**src/rtl/invq_pkg.sv**
```systemverilog
package invq_pkg;
    localparam int BASE_ALIGN_LOG2 = 12;
    localparam int DESC_LOG2       = 4;
    localparam int QS_BIAS         = 8;

    typedef enum logic {
        Q_IDLE = 1'b0,
        Q_RUN  = 1'b1
    } qstate_e;
endpackage

```
**src/rtl/invq_regs.sv**
```systemverilog
module invq_regs
    import invq_pkg::*;
#(
    parameter int BASE_W = 36,
    parameter int QS_W   = 3,
    parameter int PTR_W  = 16
) (
    input  logic              clk,
    input  logic              rst,
    input  logic              iqa_we,
    input  logic [BASE_W-1:0] iqa_base_wdata,
    input  logic [QS_W-1:0]   iqa_qs_wdata,
    input  logic              tail_we,
    input  logic [PTR_W-1:0]  tail_wdata,
    input  logic              flt_clr,
    input  logic              q_on,
    input  logic [PTR_W-1:0]  entries,
    output logic [BASE_W-1:0] base_fld,
    output logic [QS_W-1:0]   qs_fld,
    output logic [PTR_W-1:0]  tail_q,
    output logic              tail_ok,
    output logic              flt
);
    logic flt_set;

    assign tail_ok = (tail_q < entries);
    assign flt_set = q_on && !tail_ok;

    always_ff @(posedge clk) begin
        if (rst) begin
            base_fld <= '0;
            qs_fld   <= '0;
            tail_q   <= '0;
            flt      <= 1'b0;
        end else begin
            if (iqa_we) begin
                base_fld <= iqa_base_wdata;
                qs_fld   <= iqa_qs_wdata;
            end
            if (tail_we)
                tail_q <= tail_wdata;
            if (flt_set)
                flt <= 1'b1;
            else if (flt_clr)
                flt <= 1'b0;
        end
    end

    // an out-of-range tail seen while running raises the fault
    p_flt_set_r7: assert property (@(posedge clk) disable iff (rst)
        (q_on && (tail_q >= entries)) |=> flt);

    // the fault holds until a clear arrives
    p_flt_sticky_r7: assert property (@(posedge clk) disable iff (rst)
        (flt && !flt_clr) |=> flt);

    // no fault can appear while the queue is off
    p_flt_idle_r10: assert property (@(posedge clk) disable iff (rst)
        (!q_on && !flt) |=> !flt);
endmodule

```
**src/rtl/invq_fetch.sv**
```systemverilog
module invq_fetch
    import invq_pkg::*;
#(
    parameter int ADDR_W = 48,
    parameter int PTR_W  = 16
) (
    input  logic              clk,
    input  logic              rst,
    input  logic              q_on,
    input  logic              flt,
    input  logic              tail_ok,
    input  logic [PTR_W-1:0]  tail_q,
    input  logic [ADDR_W-1:0] base,
    input  logic [PTR_W-1:0]  entries,
    input  logic              ack,
    input  logic              head_clr,
    output logic [PTR_W-1:0]  head,
    output logic              req,
    output logic [ADDR_W-1:0] addr
);
    logic             step;
    logic             at_last;
    logic [PTR_W-1:0] head_nxt;

    assign req      = q_on && !flt && tail_ok && (head != tail_q);
    assign step     = req && ack;
    assign at_last  = (head == (entries - PTR_W'(1)));
    assign head_nxt = at_last ? '0 : head + PTR_W'(1);
    assign addr     = base + (ADDR_W'(head) << DESC_LOG2);

    always_ff @(posedge clk) begin
        if (rst)
            head <= '0;
        else if (head_clr)
            head <= '0;
        else if (step)
            head <= head_nxt;
    end

    // no request while a fault is pending or the queue is off
    p_req_gate_r8: assert property (@(posedge clk) disable iff (rst)
        req |-> (q_on && !flt));

    // the last slot wraps to zero
    p_head_wrap_r3: assert property (@(posedge clk) disable iff (rst)
        (step && at_last && !head_clr) |=> (head == '0));

    // the head moves only on an accepted acknowledge or a clear
    p_head_hold_r6: assert property (@(posedge clk) disable iff (rst)
        (!step && !head_clr) |=> $stable(head));

    // the head stays inside the ring while running
    p_head_range_r3: assert property (@(posedge clk) disable iff (rst)
        q_on |-> (head < entries));
endmodule

```
**src/rtl/invq_ctrl.sv**
```systemverilog
module invq_ctrl
    import invq_pkg::*;
#(
    parameter  int ADDR_W = 48,
    parameter  int QS_W   = 3,
    localparam int BASE_W = ADDR_W - BASE_ALIGN_LOG2,
    localparam int PTR_W  = (1 << QS_W) + QS_BIAS
) (
    input  logic              clk,
    input  logic              rst,
    input  logic              cmd_we,
    input  logic              cmd_en,
    input  logic              iqa_we,
    input  logic [BASE_W-1:0] iqa_base_wdata,
    input  logic [QS_W-1:0]   iqa_qs_wdata,
    input  logic              tail_we,
    input  logic [PTR_W-1:0]  tail_wdata,
    input  logic              flt_clr,
    input  logic              fetch_ack,
    output logic              en_sts,
    output logic              flt_sts,
    output logic              tail_warn,
    output logic [PTR_W-1:0]  head_ptr,
    output logic              fetch_req,
    output logic [ADDR_W-1:0] fetch_addr
);
    qstate_e           state;
    logic [QS_W-1:0]   qs_q;
    logic [ADDR_W-1:0] base_q;
    logic              warn_q;
    logic [PTR_W-1:0]  entries;
    logic [BASE_W-1:0] base_fld;
    logic [QS_W-1:0]   qs_fld;
    logic [PTR_W-1:0]  tail_q;
    logic              tail_ok;
    logic              flt;
    logic              q_on;
    logic              on_acc;
    logic              off_acc;

    assign q_on    = (state == Q_RUN);
    assign entries = PTR_W'(1) << (QS_BIAS + int'(qs_q));
    assign on_acc  = cmd_we && cmd_en && !q_on;
    assign off_acc = cmd_we && !cmd_en && q_on && (head_ptr == tail_q);

    always_ff @(posedge clk) begin
        if (rst) begin
            state  <= Q_IDLE;
            qs_q   <= '0;
            base_q <= '0;
            warn_q <= 1'b0;
        end else begin
            warn_q <= on_acc && (tail_q != '0);
            if (on_acc) begin
                state  <= Q_RUN;
                qs_q   <= qs_fld;
                base_q <= {base_fld, {BASE_ALIGN_LOG2{1'b0}}};
            end else if (off_acc) begin
                state <= Q_IDLE;
            end
        end
    end

    invq_regs #(
        .BASE_W (BASE_W),
        .QS_W   (QS_W),
        .PTR_W  (PTR_W)
    ) u_regs (
        .clk            (clk),
        .rst            (rst),
        .iqa_we         (iqa_we),
        .iqa_base_wdata (iqa_base_wdata),
        .iqa_qs_wdata   (iqa_qs_wdata),
        .tail_we        (tail_we),
        .tail_wdata     (tail_wdata),
        .flt_clr        (flt_clr),
        .q_on           (q_on),
        .entries        (entries),
        .base_fld       (base_fld),
        .qs_fld         (qs_fld),
        .tail_q         (tail_q),
        .tail_ok        (tail_ok),
        .flt            (flt)
    );

    invq_fetch #(
        .ADDR_W (ADDR_W),
        .PTR_W  (PTR_W)
    ) u_fetch (
        .clk      (clk),
        .rst      (rst),
        .q_on     (q_on),
        .flt      (flt),
        .tail_ok  (tail_ok),
        .tail_q   (tail_q),
        .base     (base_q),
        .entries  (entries),
        .ack      (fetch_ack),
        .head_clr (off_acc),
        .head     (head_ptr),
        .req      (fetch_req),
        .addr     (fetch_addr)
    );

    assign en_sts    = q_on;
    assign flt_sts   = flt;
    assign tail_warn = warn_q;

    // an enable write always leaves the queue running
    p_on_r4: assert property (@(posedge clk) disable iff (rst)
        (cmd_we && cmd_en) |=> en_sts);

    // the warning pulse coincides with the status rising
    p_warn_rise_r5: assert property (@(posedge clk) disable iff (rst)
        tail_warn |-> $rose(en_sts));

    // a disable with work outstanding is refused
    p_off_busy_r9: assert property (@(posedge clk) disable iff (rst)
        (cmd_we && !cmd_en && en_sts && (head_ptr != tail_q)) |=> en_sts);

    // an accepted disable parks the head at zero
    p_off_head_r9: assert property (@(posedge clk) disable iff (rst)
        (cmd_we && !cmd_en && en_sts && (head_ptr == tail_q)) |=> (!en_sts && head_ptr == '0));
endmodule

```
**config.mk**
```make
export PLATFORM = sky130hd
export DESIGN_NAME = invq_ctrl
export DESIGN_NICKNAME = d
export VERILOG_FILES = /design/src/rtl/invq_pkg.sv /design/src/rtl/invq_regs.sv /design/src/rtl/invq_fetch.sv /design/src/rtl/invq_ctrl.sv
export SDC_FILE = /design/constraint.sdc
export NUM_CORES = 1
export LEC_CHECK = 0
export BUFFER_PORTS_ARGS = -buffer_cell sky130_fd_sc_hd__buf_2
export CAP_MARGIN = 5
export CORE_MARGIN = 4
export CORE_UTILIZATION = 25
export DETAILED_ROUTE_END_ITERATION = 7
export PLACE_DENSITY = 0.44
export SYNTH_ARGS = -nofsm -noshare
export SYNTH_HDL_FRONTEND = slang
export SYNTH_SLANG_ARGS = --single-unit
```
**constraint.sdc**
```tcl
create_clock -name clk -period 4.2 [get_ports clk]
set_input_delay 1.05 -clock clk [delete_from_list [all_inputs] [get_ports clk]]
set_output_delay 1.05 -clock clk [all_outputs]
set_load 0.01 [all_outputs]
```
Yosys cells after proc, flatten, opt, wreduce, memory -nomap -nowiden:

Index checks and enable logic that the tools add are counted.

* logic and storage cells: 42
* output and inout bits: 68
* flip-flop bits (word level): 113
* bits of input ports: 63

* mux-type cells: 5
* reduce and logical (&&, ||, !) cells: 19
* shift operators: 1
* eq/ne operators: 3
* order comparisons: 1
* add/sub/neg operators: 4

Operators by type and width (count)
* $add A48 B20 Y48: 1
* $eq A16 B16 Y1: 2
* $add A16 B1 Y16 const B: 1
* $lt A16 B16 Y1: 1
* $mux W16: 1
* $ne A16 B16 Y1: 1
* $reduce_bool A16 Y1: 1
* $shl A1 B5 Y16 const A: 1
* $sub A16 B1 Y16 const B: 1
* $logic_and A1 B1 Y1: 11
* $add A4 B3 Y5 const A: 1
* $logic_not A1 Y1: 4
* $mux W1: 4
* $reduce_bool A2 Y1: 2
* $reduce_or A2 Y1: 1

Logic depth before layout (Yosys ltp):

Gate-level depths: netlist (run 1).

* depth in word-level cells: 6
* gate-level depth with buffers: 11

By module:

From an unflattened synthesis (run 1), not the netlist that was laid out.

* cell total of the unflattened synthesis: 841
* area, all modules: 6935.4 um^2

By module, submodules not included
* invq_fetch: area each 2839.0 um^2, times used 1, seq. area each 320.3 um^2, cells an instance 379
* invq_regs: area each 2367.3 um^2, times used 1, seq. area each 1121.1 um^2, cells an instance 237
* invq_ctrl: area each 1729.2 um^2, times used 1, seq. area each 820.8 um^2, cells an instance 225

Worst setup path before layout (run 1):

No wires, ideal clock.

* kind: register to output
* start: reg qs_q[0]
* end: out fetch_req
* data required time: 3150 ps
* cell stages (with the launch flop): 9
* data arrival time: 2167 ps
* slack: 983 ps
* cell sequence: dfxtp_1 > buf_2 > buf_2 > or3_1 > ha_1 > o211ai_1 > a211oi_1 > nor2_1 > and2_1

* cells in the longest elaborated chain, start to end: 5

RTL lines
* start, declared: RTL line invq_ctrl.sv:28 `logic [QS_W-1:0] qs_q;`
* start signal, assigned: RTL line invq_ctrl.sv:56 `qs_q <= qs_fld;`
* $add A4 B3 Y5: RTL line invq_ctrl.sv:42 `assign entries = PTR_W'(1) << (QS_BIAS + int'(qs_q));`
* $shl A1 B5 Y16: RTL line invq_ctrl.sv:42
* $lt A16 B16 Y1: RTL line invq_regs.sv:26 `assign tail_ok = (tail_q < entries);`
* $logic_and A1 B1 Y1 (2 in series): RTL line invq_fetch.sv:25 `assign req = q_on && !flt && tail_ok && (head != tail_q);`
* end, declared: RTL line invq_ctrl.sv:24 `output logic fetch_req,`

Every way passes these cells.

Worst setup path after layout (run 1):

* start: reg u_fetch.head[11]
* end: out fetch_addr[47]

* cells in the longest elaborated chain, start to end: 1

RTL lines
* start, declared: RTL line invq_fetch.sv:17 `output logic [PTR_W-1:0] head,`
* start signal, assigned: RTL line invq_fetch.sv:37 `head <= head_nxt;`
* $add A48 B20 Y48: RTL line invq_fetch.sv:29 `assign addr = base + (ADDR_W'(head) << DESC_LOG2);`
* end, declared: RTL line invq_ctrl.sv:25 `output logic [ADDR_W-1:0] fetch_addr`

Every way passes these cells.

==> results.toml, run 1 <==
[synth]
synth_edf_count = 0
ys_ff_latch = 113
avgSynthCellArea_sq_um = 8.48
yosys_warnings = 0
ys_types = 56
syn_inst = 690
synth-seq-area-share_pct = 38.7
async_flop_share_pct = 0
netlist_area_sq_um = 5850
yosys_most_used_dff = "dfxtp_1"

[pwr]
seq_power_share_pct = 40.1
vdd_drop_max_uv = 246
pwr-share-comb_pct = 9.0
power.total_mw = 2.89
power.density_nw_per_um2 = 395
power_leakage_nw = 3.22
swShare_pct = 26.6
switching_power_mw = 0.768
power.internal_mw = 2.12
pwr-share-clk_pct = 50.9

[cells_and_area]
instances_no_fill = 1122
area_growth_pct = 24.9
drive_above_1_share_pct = 22.5
antennaDiodeCount = 0
fin_util_pct = 32.0
final_nets = 878

[floorplan]
num_io_pins = 131
rows = 55
die_h_microns = 161
design.die.area_sq_um = 25900
initial_utilization_pct = 25.6
core-area_sq_um = 22800
die_w_microns = 161

[global_route]
grt_pass1_vias = 4901
use_met3_pct = 4.36
grt_use_met1_pct = 18.0
antenna_found_initial = 3
busiest_layer = "met2"
grt_pass1_wl_microns = 27000
gr-usage-met2_pct = 19.6
grt_overflow_total = 0
grt_usage_pct = 13.1
grt_max_degree = 56

[job]
cap_violations = 0

[timing]
rsz0062_at_grt = "false"
relSlewSlack_pct = 38.7
hold_viol_final = 0
tns_ns = 0
skew_ns = 0.00773
min_period_ns = 3.91
worst_pin_slew_ns = 0.917
fmax_mhz = 255
finalSetupViolations = 0
fin_crit_sh_pct = 93.2
slew_viol_final = 0

[routing]
drt-total-wl_microns = 16900
via_per_inst = 4.44
first_iter_violations = 187
firstDrtPassIters = 4
wl_per_cell_microns = 15.0
antenna_left = 0
drc = 0
num_vias = 4984

[worst_setup_path]
regToRegSetupSlack_ns = 0.88
cp_num_buf_inv = 1
cp-end-kind = "output pin"
crit_path_cell_trace = "ha_1 -> o21ai_0 -> o21ai_0 -> a21oi_1 -> or3_1 -> nor2_1 -> xor2_1 -> buf_2"
crit_top_cell = "o21ai_0"
cpLargestDelayFamily = "simple AND/OR/NAND/NOR gates"
critPathMaxFanout = 7
crit_required_ns = 3.15
max_stage_delay_ns = 0.55
slowest_stage = "or3_1"
critPathKind = "reg2out"
worstPathArrival_ns = 2.86
worstSetupStartpointType = "flop"

[placed_design]
dp.cells = 1090
dp_hpwl_microns = 12300
place_congestion = 0.775
port_buffers = 126

[clock_tree]
cts-buffers-inserted = 17
post_cts_resize_count = 0
clk_path_buf_depth = 2
root_buffer = "clkbuf_16"
postCtsHoldBufs = 0
path_clk_slew_ns = 0.06
post-cts-setup-buffers = 0
htree_levels = 4
clock_latency_ns = 0.42
cts_tree = "done"
cts_sinks = 113

[hold_path]
hold_class = "reg2reg"

[status]
status = "finished clean"
power groups by stage:
| stage | registers [mW] | clock network, mW | logic [mW] |
|---|---|---|---|
| after floorplan | 1.17 | 0 | 0.184 |
| after global placement | 1.18 | 0 | 0.264 |
| after detailed placement | 1.18 | 0 | 0.264 |
| after CTS | 1.16 | 1.51 | 0.266 |
| after global routing | 1.16 | 1.56 | 0.293 |
| final | 1.16 | 1.47 | 0.260 |
tightest hold or removal path, cell delays in order, from the launching register on:
cell and delay, ns:
dfxtp_1 0.30, nand2_1 0.05, a21oi_1 0.05
synthesized netlist by cell type, types with 10 or more instances:
library cell	n	area, sq um
ha_1	18	225
a21oi_1	51	255
dfxtp_1	113	2260
inv_1	12	45.0
xor2_1	37	324
nor4_1	10	62.6
buf_2	11	55.1
nand2_1	110	413
mux2i_1	56	561
clkbuf_1	24	90.1
xnor2_1	26	228
nand4_1	14	87.6
buf_4	13	97.6
nand3_1	24	120
nor2_1	79	297
cell usage in the layout, fill, tap and decap left out, types with 10 or more instances in the layout:
cell type,netlist,layout
nor4_1,10,10
xnor2_1,26,26
nand3_1,24,24
xor2_1,37,37
clkbuf_16,0,17
a21oi_1,51,51
buf_2,11,125
buf_4,13,11
nand4_1,14,14
nor2_1,79,79
nand2_1,110,110
inv_1,12,12
dfxtp_1,113,113
mux2i_1,56,56
ha_1,18,18
cells by family after synthesis:
| logic type | count (synthesis) | share of synthesized area (%) |
|---|---|---|
| and+or+nand+nor | 285 | 22.9 |
| DFF | 113 | 38.7 |
| AOI/OAI and AO/OA | 87 | 9.71 |
| buffers and inverters | 66 | 5.43 |
| xor gates and xnor gates | 63 | 9.43 |
| muxes | 56 | 9.58 |
| adders and majority gates | 19 | 4.19 |
| other | 1 | 0.0641 |
routing by layer:
layer | wire [microns] | vias to the layer above
li1 | - | 2565
met1 | 8400 | 2303
met2 | 7390 | 90
met3 | 846 | 20
met4 | 201 | 6
met5 | 41 | -
cell type report:
class | count | area [sq um]
clock inverters | 15 | 171
well taps | 313 | 392
multi-input cells | 514 | 3280
fillers | 2485 | 15500
flip-flops and latches | 113 | 2260
clock buffers | 17 | 425
repair buffers | 137 | 728
inverters | 13 | 48.8
metrics by stage:
stage	hold slack [ns]	setup WS, ns	cell area (sq um)
after detailed placement	0.446	0.713	6710
after global routing	0.461	0.0756	7310
after global placement	0.444	0.724	6710
final	0.447	0.286	7310
after CTS	0.454	0.247	7310
after floorplan	0.431	0.983	5860
sequential cells by signal, summed over array words and instances (netlist names):
register and cells:
qs_q 3, en_sts 1, u_fetch.head 16, base_q 36, u_regs.qs_fld 3, u_regs.base_fld 36
u_regs.flt 1, u_regs.tail_q 16, tail_warn 1
path summary, 6_finish.rpt:
kind	start	cells past startpoint	to
max reg2reg	qs_q[1]$_SDFFE_PP0P_	10	u_fetch.head[13]$_SDFFE_PP0P_
min reg2reg	u_regs.base_fld[34]$_SDFFE_PP0P_	2	base_q[46]$_SDFFE_PP0P_
min	u_regs.base_fld[34]$_SDFFE_PP0P_	2	base_q[46]$_SDFFE_PP0P_
max	u_fetch.head[11]$_SDFFE_PP0P_	8	fetch_addr[47]
Note: power is estimated with default switching activity, not from simulation.
==> inputs of run 2 (changes only) <==
--- a/config.mk
+++ b/config.mk
@@ -8,9 +8,10 @@
 export BUFFER_PORTS_ARGS = -buffer_cell sky130_fd_sc_hd__buf_2
 export CAP_MARGIN = 5
 export CORE_MARGIN = 4
-export CORE_UTILIZATION = 25
+export CORE_UTILIZATION = 40
 export DETAILED_ROUTE_END_ITERATION = 7
-export PLACE_DENSITY = 0.44
+export PLACE_DENSITY = 0.63
+export REMOVE_ABC_BUFFERS = 1
 export SYNTH_ARGS = -nofsm -noshare
 export SYNTH_HDL_FRONTEND = slang
 export SYNTH_SLANG_ARGS = --single-unit
==> results.toml, run 2 (same netlist as run 1, synthesis figures left out) <==
[status]
status = "finished clean"

[timing]
rsz0062_at_grt = "false"
relSlewSlack_pct = 20.8
tns_ns = 0
finalSetupViolations = 0
fmax_mhz = 252
min_period_ns = 3.97
fin_crit_sh_pct = 94.4
whs_ns = 0.452
worst_pin_slew_ns = 1.19
fin_ws_ns = 0.234
skew_ns = 0.00573
slew_viol_final = 0
hold_viol_final = 0

[global_route]
grt_max_degree = 41
grt_pass1_wl_microns = 24200
antenna_found_initial = 2
grt_overflow_total = 0
grt_usage_pct = 18.3
grt_pass1_vias = 5046

[worst_setup_path]
cp-end-kind = "output pin"
cpLargestDelayFamily = "compound AO/OA/AOI/OAI gates"
worstPathArrival_ns = 2.92
crit_path_cell_trace = "ha_1 -> o21ai_0 -> o21ai_0 -> a21oi_1 -> or3_1 -> nor2_1 -> xnor2_1 -> buf_2"
critPathKind = "reg2out"
crit_top_cell = "o21ai_0"
critPathMaxFanout = 9
max_stage_delay_ns = 0.53
cp_num_buf_inv = 1
slowest_stage = "dfxtp_1"
crit_required_ns = 3.15
worstSetupStartpointType = "flop"

[pwr]
pwr-share-clk_pct = 53.0
power.internal_mw = 2.30
switching_power_mw = 0.705
power.density_nw_per_um2 = 419
power_leakage_nw = 3.22
seq_power_share_pct = 38.6
power.total_mw = 3.00
pwr-share-comb_pct = 8.4
vdd_drop_max_uv = 308
swShare_pct = 23.5

[floorplan]
die_h_microns = 129
rows = 43
initial_utilization_pct = 41.5
die_w_microns = 129
num_io_pins = 131
core-area_sq_um = 14100
design.die.area_sq_um = 16600

[clock_tree]
cts_sinks = 113
cts-buffers-inserted = 17
cts_tree = "done"
root_buffer = "clkbuf_16"
path_clk_slew_ns = 0.06
post-cts-setup-buffers = 0
clock_latency_ns = 0.41
clk_path_buf_depth = 2
htree_levels = 4

[hold_path]
hold_class = "reg2reg"

[cells_and_area]
antennaDiodeCount = 0
area_growth_pct = 22.3
fin_util_pct = 50.8
final_nets = 874
drive_above_1_share_pct = 22.1
largest_registers = "base_q x36, u_regs.base_fld x36"
final_common_cell = "buf_2"
layout_common_cells = "buf_2, dfxtp_1, nand2_1"

[routing]
num_vias = 5096
wl_per_cell_microns = 15.3
first_iter_violations = 186
via_per_inst = 5.17
firstDrtPassIters = 4
drc = 0
antenna_left = 0
drt-total-wl_microns = 15000

[job]
cap_violations = 0

[placed_design]
port_buffers = 126
place_congestion = 0.906
dp_slack_ns = 0.612
dp_hpwl_microns = 10700
[run 2: changes by cell type in the layout (fill, tap and decap cells not counted), sizes merged]
| cell | previous run | this run |
|---|---|---|
| inv | 20 | 15 |
| clkbuf | 17 | 19 |
| buf | 137 | 133 |
| bufinv | 2 | 5 |
[run 2: tightest hold or removal path: stages (launching register included)]
cell and delay [ns]:
dfxtp_1 0.30, nand2_1 0.05, a21oi_1 0.05
[run 2: cell type report]
cell class	instances	area (sq um)
Fill cell	1383	6940
Clock inverter	13	208
Multi-Input combinational cell	514	3290
Timing Repair Buffer	133	683
Inverter	13	48.8
Tap cell	180	225
Sequential cell	113	2260
Clock buffer	19	443
[run 2: through the flow]
stage	cell area, sq um	instances
2_1_floorplan	5590	640
3_3_place_gp	6500	953
3_5_place_dp	6500	953
4_1_cts	7150	985
5_1_grt	7160	985
6_report	7160	985
[run 2: worst paths after layout]
kind / cells past startpoint / start / endpoint / slack, ns
worst max-delay path: 8 / u_fetch.head[10]$_SDFFE_PP0P_ / fetch_addr[43] / 0.23
worst min-delay path: 2 / u_regs.base_fld[1]$_SDFFE_PP0P_ / base_q[13]$_SDFFE_PP0P_ / 0.45
worst max register to register: 9 / qs_q[2]$_SDFFE_PP0P_ / u_fetch.head[11]$_SDFFE_PP0P_ / 1.05
worst min register to register: 2 / u_regs.base_fld[1]$_SDFFE_PP0P_ / base_q[13]$_SDFFE_PP0P_ / 0.45
[run 2: power groups by stage]
stage / combinational [mW] / sequential [mW] / clock, mW
2_1_floorplan: 0.146 / 1.17 / 0
3_3_place_gp: 0.245 / 1.18 / 0
3_5_place_dp: 0.253 / 1.18 / 0
4_1_cts: 0.254 / 1.16 / 1.62
5_1_grt: 0.284 / 1.16 / 1.68
6_report: 0.253 / 1.16 / 1.59
[run 2: per-layer routing]
layer  part of all wire, %  track usage, %
met1                    44            22.1
met2                    47            30.3
met3                   6.5            6.19
met4                   1.8            6.79
met5                  0.25               0
[run 2: what timing repair did]
action / CTS / global route
hold buffers: 0 / 0
gates resized for setup: 0 / 1
setup endpoints to repair: 0 / 1
==> inputs of run 3 (changes only) <==
--- a/config.mk
+++ b/config.mk
@@ -5,12 +5,12 @@
 export SDC_FILE = /design/constraint.sdc
 export NUM_CORES = 1
 export LEC_CHECK = 0
-export BUFFER_PORTS_ARGS = -buffer_cell sky130_fd_sc_hd__buf_2
 export CAP_MARGIN = 5
 export CORE_MARGIN = 4
-export CORE_UTILIZATION = 40
+export CORE_UTILIZATION = 65
 export DETAILED_ROUTE_END_ITERATION = 7
-export PLACE_DENSITY = 0.63
+export DONT_BUFFER_PORTS = 1
+export PLACE_DENSITY = 0.82
 export REMOVE_ABC_BUFFERS = 1
 export SYNTH_ARGS = -nofsm -noshare
 export SYNTH_HDL_FRONTEND = slang
==> results.toml, run 3 (same netlist as run 1, synthesis figures left out) <==
[global_route]
grt_usage_pct = 27.2
antenna_found_initial = 0
grt_max_degree = 98
grt_pass1_wl_microns = 22600
grt_overflow_total = 0
grt_use_met1_pct = 30.5
use_met3_pct = 10.5
gr-usage-met2_pct = 46.6
grt_pass1_vias = 4699
busiest_layer = "met2"

[clock_tree]
post-cts-setup-buffers = 0
htree_levels = 4
clk_path_buf_depth = 2
cts_tree = "done"
path_clk_slew_ns = 0.06
clock_latency_ns = 0.51
cts_sinks = 113
cts-buffers-inserted = 17
postCtsHoldBufs = 0
root_buffer = "clkbuf_8"
post_cts_resize_count = 0

[floorplan]
core-area_sq_um = 8720
rows = 34
die_w_microns = 103
design.die.area_sq_um = 10600
num_io_pins = 131
die_h_microns = 103
initial_utilization_pct = 67.1

[timing]
worst_pin_slew_ns = 0.771
fin_ws_ns = 0.265
slew_viol_final = 0
skew_ns = 0.00643
rsz0062_at_grt = "false"
tns_ns = 0
finalSetupViolations = 0
hold_viol_final = 0
whs_ns = 0.446
min_period_ns = 3.93
fin_crit_sh_pct = 93.7
fmax_mhz = 254
relSlewSlack_pct = 48.5

[placed_design]
place_congestion = 0.909
dp_slack_ns = 0.703
dp_hpwl_microns = 9410
dp.cells = 753
port_buffers = 0

[worst_setup_path]
r2r_end = "u_fetch.head[14]$_SDFFE_PP0P_"
critPathKind = "reg2out"
max_stage_delay_ns = 0.41
cp_num_buf_inv = 1
crit_path_cell_trace = "buf_4 -> ha_1 -> fa_1 -> a21o_1 -> nand4_1 -> and3_1 -> nor2_1 -> nand4_1 -> xnor2_1"
worstSetupStartpointType = "flop"
r2r-start = "qs_q[1]$_SDFFE_PP0P_"
regToRegSetupSlack_ns = 1.07
cp-end-kind = "output pin"
crit_top_cell = "nand4_1"
crit_required_ns = 3.15
worstPathArrival_ns = 2.88
cp.depth = 9
worst-r2r-cell-count = 9
cpLargestDelayFamily = "simple AND/OR/NAND/NOR gates"
slowest_stage = "nor2_1"
critPathMaxFanout = 10

[routing]
num_vias = 4695
drc = 0
firstDrtPassIters = 5
first_iter_violations = 213
wl_per_cell_microns = 17.5
via_per_inst = 5.98
antenna_left = 0
drt-total-wl_microns = 13800

[cells_and_area]
layout_common_cells = "dfxtp_1, nand2_1, nor2_1"
drive_above_1_share_pct = 7.53
instances_no_fill = 785
fill_cells = 665
final_nets = 746
final_common_cell = "dfxtp_1"
area_growth_pct = 8.21
antennaDiodeCount = 0
fin_util_pct = 72.6
largest_registers = "base_q x36, u_regs.base_fld x36"

[pwr]
power_leakage_nw = 2.57
vdd_drop_max_uv = 291
power.density_nw_per_um2 = 423

[hold_path]
hold_path_startpoint = "u_regs.base_fld[5]$_SDFFE_PP0P_"
whs_endpoint = "base_q[17]$_SDFFE_PP0P_"
whs_path_depth = 2
hold_class = "reg2reg"

[job]
cap_violations = 0

[status]
status = "finished clean"
==> run 3: per-stage QoR <==
stage | power [mW] | cell area [sq um]
final | 2.68 | 6330
after floorplan | 1.32 | 5590
after global routing | 2.78 | 6330
after global placement | 1.35 | 5770
after CTS | 2.69 | 6320
after detailed placement | 1.36 | 5770
==> run 3: how the worst max path moves through the flow <==
stage,from,end,slack [ns]
2_1_floorplan,qs_q[1]$_SDFFE_PP0P_,fetch_req,1.0
3_3_place_gp,u_fetch.head[10]$_SDFFE_PP0P_,fetch_addr[37],0.81
3_5_place_dp,qs_q[2]$_SDFFE_PP0P_,fetch_req,0.70
4_1_cts,qs_q[2]$_SDFFE_PP0P_,fetch_req,0.14
5_1_grt,u_fetch.head[10]$_SDFFE_PP0P_,fetch_addr[30],0.02
6_report,u_fetch.head[8]$_SDFFE_PP0P_,fetch_addr[30],0.27
==> run 3: metal layers <==
layer | vias up | routed length (microns) | share of wire [%]
met5 | - | 0 | 0
met4 | 0 | 329 | 2.4
met3 | 30 | 1210 | 8.8
met2 | 160 | 6880 | 50
met1 | 2187 | 5350 | 39
li1 | 2318 | - | -
==> run 3: report_power, final <==
part           internal, mW  switching (mW)  leakage [nW]
combinational        0.0796          0.0993          1.37
clock                 0.808           0.530         0.270
sequential             1.12          0.0442         0.923
total                  2.00           0.673          2.57
==> run 3: cell type report <==
| class | instances | area, sq um | area share (%) |
|---|---|---|---|
| tap | 108 | 135 | 2.13 |
| clock inverter | 13 | 125 | 1.98 |
| clock buffer | 19 | 432 | 6.82 |
| inverter | 13 | 48.8 | 0.771 |
| multi-input combinational | 514 | 3290 | 52.0 |
| timing repair buffer | 5 | 37.5 | 0.593 |
| sequential | 113 | 2260 | 35.7 |
==> run 3: tightest hold or removal path, delay by kind of cell, from the launching register on <==
kind	cells	cell delay, ns
DFF	1	0.30
AOI/OAI and AO/OA	1	0.05
and+or+nand+nor	1	0.05
